$ cat src/rtl/sinc3_pkg.sv
package sinc3_pkg;
    localparam int DEC_LOG2   = 7;
    localparam int DEC_RATIO  = 1 << DEC_LOG2;
    localparam int OUT_W      = 24;
    localparam int FINE_W     = 9;
    localparam int COARSE_W   = 2;
    localparam int ACC_W      = 3 * DEC_LOG2 + 2;
    localparam int EXT_W      = OUT_W - ACC_W;
    localparam int FINE_DEPTH = 1 << FINE_W;
    localparam int HIST_DEPTH = (1 << COARSE_W) - 1;
    localparam int FULL_SCALE = 1 << (3 * DEC_LOG2);

    typedef logic signed [ACC_W-1:0] acc_t;

    typedef struct packed {
        logic [COARSE_W-1:0] coarse;
        logic [FINE_W-1:0]   fine;
    } dly_cfg_t;

    function automatic acc_t bit_to_step(input logic b);
        return b ? acc_t'(1) : -acc_t'(1);
    endfunction

    function automatic logic [OUT_W-1:0] widen(input acc_t v);
        return {{EXT_W{v[ACC_W-1]}}, v};
    endfunction
endpackage

$ cat src/rtl/sinc3_fine_delay.sv
module sinc3_fine_delay
    import sinc3_pkg::*;
#(
    parameter bit EN = 1'b1
) (
    input  logic              clk,
    input  logic              rst,
    input  logic              bit_vld,
    input  logic              bit_in,
    input  logic [FINE_W-1:0] tap,
    output logic              bit_out
);
    generate
        if (EN) begin : g_line
            logic [FINE_DEPTH-1:0] line_q;

            always_ff @(posedge clk) begin
                if (rst) begin
                    line_q <= '0;
                end else if (bit_vld) begin
                    line_q <= {line_q[FINE_DEPTH-2:0], bit_in};
                end
            end

            always_comb begin
                if (tap == '0) bit_out = bit_in;
                else           bit_out = line_q[tap - 1'b1];
            end
        end else begin : g_pass
            logic unused_ok;
            assign unused_ok = clk ^ rst ^ bit_vld ^ (^tap);
            assign bit_out   = bit_in;
        end
    endgenerate
endmodule

$ cat src/rtl/sinc3_cic_core.sv
module sinc3_cic_core
    import sinc3_pkg::*;
(
    input  logic clk,
    input  logic rst,
    input  logic bit_vld,
    input  logic bit_in,
    output logic evt,
    output acc_t y
);
    acc_t integ1_q, integ2_q, integ3_q;
    acc_t comb_d1_q, comb_d2_q, comb_d3_q;
    acc_t diff1, diff2;
    logic [DEC_LOG2-1:0] phase_q;

    assign evt   = bit_vld && (phase_q == DEC_LOG2'(DEC_RATIO - 1));
    assign diff1 = integ3_q - comb_d1_q;
    assign diff2 = diff1 - comb_d2_q;
    assign y     = diff2 - comb_d3_q;

    always_ff @(posedge clk) begin
        if (rst) begin
            integ1_q  <= '0;
            integ2_q  <= '0;
            integ3_q  <= '0;
            comb_d1_q <= '0;
            comb_d2_q <= '0;
            comb_d3_q <= '0;
            phase_q   <= '0;
        end else if (bit_vld) begin
            integ1_q <= integ1_q + bit_to_step(bit_in);
            integ2_q <= integ2_q + integ1_q;
            integ3_q <= integ3_q + integ2_q;
            phase_q  <= phase_q + 1'b1;
            if (evt) begin
                comb_d1_q <= integ3_q;
                comb_d2_q <= diff1;
                comb_d3_q <= diff2;
            end
        end
    end

    p_comb_range_r3: assert property (@(posedge clk) disable iff (rst)
        evt |-> (y <= acc_t'(FULL_SCALE)) && (y >= -acc_t'(FULL_SCALE)));
endmodule

$ cat src/rtl/sinc3_coarse_delay.sv
module sinc3_coarse_delay
    import sinc3_pkg::*;
(
    input  logic                clk,
    input  logic                rst,
    input  logic                evt,
    input  logic [COARSE_W-1:0] sel,
    input  acc_t                din,
    output acc_t                dout
);
    acc_t hist_q [HIST_DEPTH];

    always_ff @(posedge clk) begin
        if (rst)      hist_q[0] <= '0;
        else if (evt) hist_q[0] <= din;
    end

    generate
        for (genvar k = 1; k < HIST_DEPTH; k++) begin : g_hist
            always_ff @(posedge clk) begin
                if (rst)      hist_q[k] <= '0;
                else if (evt) hist_q[k] <= hist_q[k-1];
            end
        end
    endgenerate

    always_comb begin
        if (sel == '0) dout = din;
        else           dout = hist_q[sel - 1'b1];
    end
endmodule

$ cat src/rtl/sinc3_phase_decim.sv
module sinc3_phase_decim
    import sinc3_pkg::*;
#(
    parameter bit FINE_EN = 1'b1
) (
    input  logic                clk,
    input  logic                rst,
    input  logic                bit_vld,
    input  logic                bit_in,
    input  logic [COARSE_W-1:0] coarse_dly,
    input  logic [FINE_W-1:0]   fine_dly,
    output logic [OUT_W-1:0]    smp_out,
    output logic                smp_vld,
    output logic                smp_settled
);
    dly_cfg_t cfg_q;
    logic     shifted_bit;
    logic     evt;
    acc_t     filt_y;
    acc_t     aligned_y;
    logic [1:0] seen_q;

    always_ff @(posedge clk) begin
        if (rst || evt) begin
            cfg_q.coarse <= coarse_dly;
            cfg_q.fine   <= fine_dly;
        end
    end

    sinc3_fine_delay #(.EN(FINE_EN)) u_fine (
        .clk     (clk),
        .rst     (rst),
        .bit_vld (bit_vld),
        .bit_in  (bit_in),
        .tap     (cfg_q.fine),
        .bit_out (shifted_bit)
    );

    sinc3_cic_core u_cic (
        .clk     (clk),
        .rst     (rst),
        .bit_vld (bit_vld),
        .bit_in  (shifted_bit),
        .evt     (evt),
        .y       (filt_y)
    );

    sinc3_coarse_delay u_coarse (
        .clk  (clk),
        .rst  (rst),
        .evt  (evt),
        .sel  (cfg_q.coarse),
        .din  (filt_y),
        .dout (aligned_y)
    );

    always_ff @(posedge clk) begin
        if (rst) begin
            smp_out     <= '0;
            smp_vld     <= 1'b0;
            smp_settled <= 1'b0;
            seen_q      <= '0;
        end else begin
            smp_vld <= evt;
            if (evt) begin
                smp_out     <= widen(aligned_y);
                smp_settled <= (seen_q == 2'd3);
                if (seen_q != 2'd3) seen_q <= seen_q + 1'b1;
            end
        end
    end

    p_vld_pulse_r2: assert property (@(posedge clk) disable iff (rst)
        smp_vld |=> !smp_vld);
    p_vld_after_bit_r2: assert property (@(posedge clk) disable iff (rst)
        smp_vld |-> $past(bit_vld));
    p_reset_clear_r4: assert property (@(posedge clk)
        rst |=> (!smp_vld && smp_out == '0 && !smp_settled));
    p_cfg_hold_r7: assert property (@(posedge clk) disable iff (rst)
        !evt |=> $stable(cfg_q));
    p_settle_only_reset_r9: assert property (@(posedge clk) disable iff (rst)
        $fell(smp_settled) |-> $past(rst));
endmodule

$ cat config.mk
export PLATFORM = sky130hd
export DESIGN_NAME = sinc3_phase_decim
export DESIGN_NICKNAME = d
export VERILOG_FILES = /design/src/rtl/sinc3_pkg.sv /design/src/rtl/sinc3_fine_delay.sv /design/src/rtl/sinc3_cic_core.sv /design/src/rtl/sinc3_coarse_delay.sv /design/src/rtl/sinc3_phase_decim.sv
export SDC_FILE = /design/constraint.sdc
export NUM_CORES = 2
export LEC_CHECK = 0
export BUFFER_PORTS_ARGS = -buffer_cell sky130_fd_sc_hd__buf_4
export CAP_MARGIN = 20
export CELL_PAD_IN_SITES_DETAIL_PLACEMENT = 1
export CELL_PAD_IN_SITES_GLOBAL_PLACEMENT = 1
export CORE_MARGIN = 3
export CORE_UTILIZATION = 40
export CTS_CLUSTER_DIAMETER = 200
export DETAILED_ROUTE_END_ITERATION = 10
export PLACE_DENSITY_LB_ADDON = 0.2
export SLEW_MARGIN = 20
export SYNTH_ARGS = -nofsm -noshare
export SYNTH_HDL_FRONTEND = slang
export SYNTH_SLANG_ARGS = --single-unit
$ cat constraint.sdc
create_clock -name clk -period 11.2 [get_ports clk]
set_input_delay 0.56 -clock clk [delete_from_list [all_inputs] [get_ports clk]]
set_output_delay 0.56 -clock clk [all_outputs]
set_load 0.02 [all_outputs]
==> metrics <==
status complete, no violations; Hold WC Path Type in -> reg; post-synth top area cell dfxtp_1; Setup Buffers After CTS 0; Final Net Count 3903; switching power between 3000 and 4000 µW; largest family of logic cells by synthesized area multiplexers; post-synthesis cell count 3820; Worst slew margin roughly 25%; Comb pwr share 42.0%; Net Sw Frac 37.1%; Crit Path Category reg -> reg; cts hold-fix bufs 0; layout cells sized above 1 approximately a tenth; vias between 20000 and 30000; sequential power share slightly below 30%; yosys warns 0; shortest period the worst path allows 7.42 ns; XOR/XNOR Fraction of Synth Area under 10%; initial antenna violation count 0; vias in the first global route approximately 28000; CTS H-tree lvls 3; WHS roughly 0.084 ns; sequential area share after synthesis between 40% and 50%; Arr. time, crit path 7.95 ns; multiplexer share of the synthesized area 23.5%; Final Max Slew Viols 0; Post-Synth Adder-Cell Area about 4.8%; Async S/R FF share, synth 0%; Initial Util 40.8%; Cell variety after synth 80; syn nets around 4000; global-route wire length before repair between 100000 and 150000 µm; Req. time, crit path between 10 and 15 ns; cell area after layout 41900 µm²; Worst Skew approximately 0.027 ns; post-cts resize count 0; First-pass DRT Iterations 7; critical path endpoint category flop; total grt overflow 0; gr usage total around 18%; Post-synth top cells 692 x nor2_1, 684 x dfxtp_1, 588 x mux2i_1; Num CTS Buffers between 80 and 90; peak supply drop roughly 0.00027 V; worst slew pin tran around 1.1 ns; Internal Pwr Total approximately 6400 µW; Antenna diodes 0; power share of the clock group roughly 29%; Fin. Hold Viols 0; CTS tree yes; Synth Area in Simple Gates a little over an eighth; clock root buffer clkbuf_16; Die Wd around 310 µm; min-delay src coarse_dly[1]; Post-Syn Area per Cell between 9 and 10 µm²; RSZ-0062 raised after global routing no; startpoint types flop; Syn-to-layout area delta 11.0%; Routed Wire Length just under 90000 µm; most frequent cell after synthesis nor2_1; crit path from cfg_q[0]$_DFFE_PP_; Synth Flop Type dfxtp_1; EDFF count, synth 80; period utilization between 60% and 70%; Die H roughly 310 µm; Clock Latency Late Sink 0.66 ns; DIE AREA 98000 µm²; dpl hpwl around 53000 µm; clk sinks about 760; clock slew at the register clock pins of the worst setup and hold paths around 0.060 ns; IO buf count 40; critical path peak fanout 85; cell area after synthesis ~38000 µm²; largest cells by area after synthesis dfxtp_1 36%, mux2i_1 16%, mux4_2 7.1%, nor2_1 6.9%, edfxtp_1 6.4%; DR iter-0 viols between 1000 and 1500; Compound-Gate Fraction of Synth Area between 8 and 9%; TNS Setup 0 ns; clk buf depth 3; DRT antenna net count 0; top-area cell type share of the netlist area a little over a third; number of vias per cell roughly 5.3; Power Density around 240 nW/µm²; #FFs+latches synth approximately 760; Static Leak between 0.015 and 0.02 µW; largest net degree at the start of global routing 170; drt drc 0; Routability Congestion between 0.7 and 0.8; Wirelength per Cell 17.1 µm; FP Rows about 110; post-placement cell area roughly 39000 µm²; FMAX between 0.1 and 0.15 GHz; I/O pin total slightly above 40; max_cap viols 0; Worst R2R Start cfg_q[0]$_DFFE_PP_; Finish-stage setup viols 0; Core ar. 92500 µm²
## area by class of cell
type	count	area, µm²
fillers	10300	50600
multi-input cells	2698	20200
flip-flops and latches	764	16100
clock buffers	127	2490
well taps	1243	1560
repair buffers	76	636
clock inverters	31	464
inverters	121	455
## kinds of logic after synthesis
group | count (synthesis)
flops | 764
compound gates | 506
fa+ha+maj | 141
buf+inv | 358
simple gates | 1211
mux | 721
xor+xnor | 119
## power groups by stage
stage	logic [µW]	clock network (µW)	registers (µW)
floorplan	3310	0	2960
global placement	4250	0	3000
detailed placement	4270	0	3000
CTS	4310	3010	2940
global route	4830	3120	2950
finish	4240	2920	2940
## placed cells by master, fill, tap and decap left out, types with 40 or more instances in the layout
| cell | n |
|---|---|
| dfxtp_1 | 684 |
| a211oi_1 | 40 |
| edfxtp_1 | 80 |
| o21ai_0 | 80 |
| ha_1 | 133 |
| nand2_1 | 282 |
| xnor2_1 | 75 |
| buf_4 | 70 |
| mux4_2 | 119 |
| and3_1 | 66 |
| mux2i_1 | 588 |
| a21oi_1 | 178 |
| a21o_1 | 48 |
| nor2_1 | 692 |
| clkbuf_16 | 87 |
| inv_1 | 118 |
## metal layers
metal	share of wire (%)	vias up	GRT usage [%]
met5	0	-	0
met4	2.0	0	4.31
met3	2.4	106	2.22
met2	48	224	30.4
met1	47	13300	23.3
li1	-	13300	-
## critical path, cell delays in order (launching register included)
cell and delay [ns]:
edfxtp_1 0.39, buf_12 0.56, buf_4 0.82, mux4_1 0.66, nand2_1 0.08, and3_1 0.15, a31oi_1 0.05, a2111oi_0 0.70
nor4_1 0.11, o22ai_1 0.21, o21ai_0 0.30, nand2_1 0.14, buf_4 0.30, ha_1 0.33, a21o_1 0.19, a21o_1 0.21
a21oi_1 0.21, o31a_1 0.24, o21ai_0 0.24, a21o_1 0.25, a21oi_1 0.21, o21ai_0 0.16, and3_1 0.20, o21ai_1 0.14
mux2_1 0.32
## metrics by stage
stage | power, µW | setup slack (ns) | util, % | cells
after detailed placement | 7270 | 3.69 | 42.1 | 4902
after global routing | 10900 | 3.14 | 45.3 | 5060
after CTS | 10300 | 3.65 | 45.3 | 5060
after floorplan | 6270 | 4.94 | - | 3820
final | 10100 | 3.78 | 45.3 | 5060
after global placement | 7250 | 3.79 | 42.1 | 4902
## sequential cells by signal, summed over array words and instances (netlist names), 2 cells and up
| name | cells |
|---|---|
| seen_q | 2 |
| u_cic.comb_d2_q | 23 |
| u_coarse.hist_q | 69 |
| u_cic.comb_d3_q | 23 |
| u_cic.integ3_q | 23 |
| smp_out | 23 |
| u_fine.g_line.line_q | 512 |
| u_cic.integ2_q | 23 |
| u_cic.phase_q | 7 |
| u_cic.integ1_q | 23 |
| cfg_q | 11 |
| u_cic.comb_d1_q | 23 |
## final timing paths
kind / endpoint / slack, ns / depth (start not counted)
setup / recovery: u_cic.integ1_q[22]$_SDFFE_PP0P_ / 3.78 / 24
hold / removal: cfg_q[10]$_DFFE_PP_ / 0.08 / 1
setup reg to reg: u_cic.integ1_q[22]$_SDFFE_PP0P_ / 3.78 / 24
hold reg to reg: smp_out[4]$_SDFFE_PP0P_ / 0.44 / 2
Note: power is estimated with default switching activity, not from simulation.
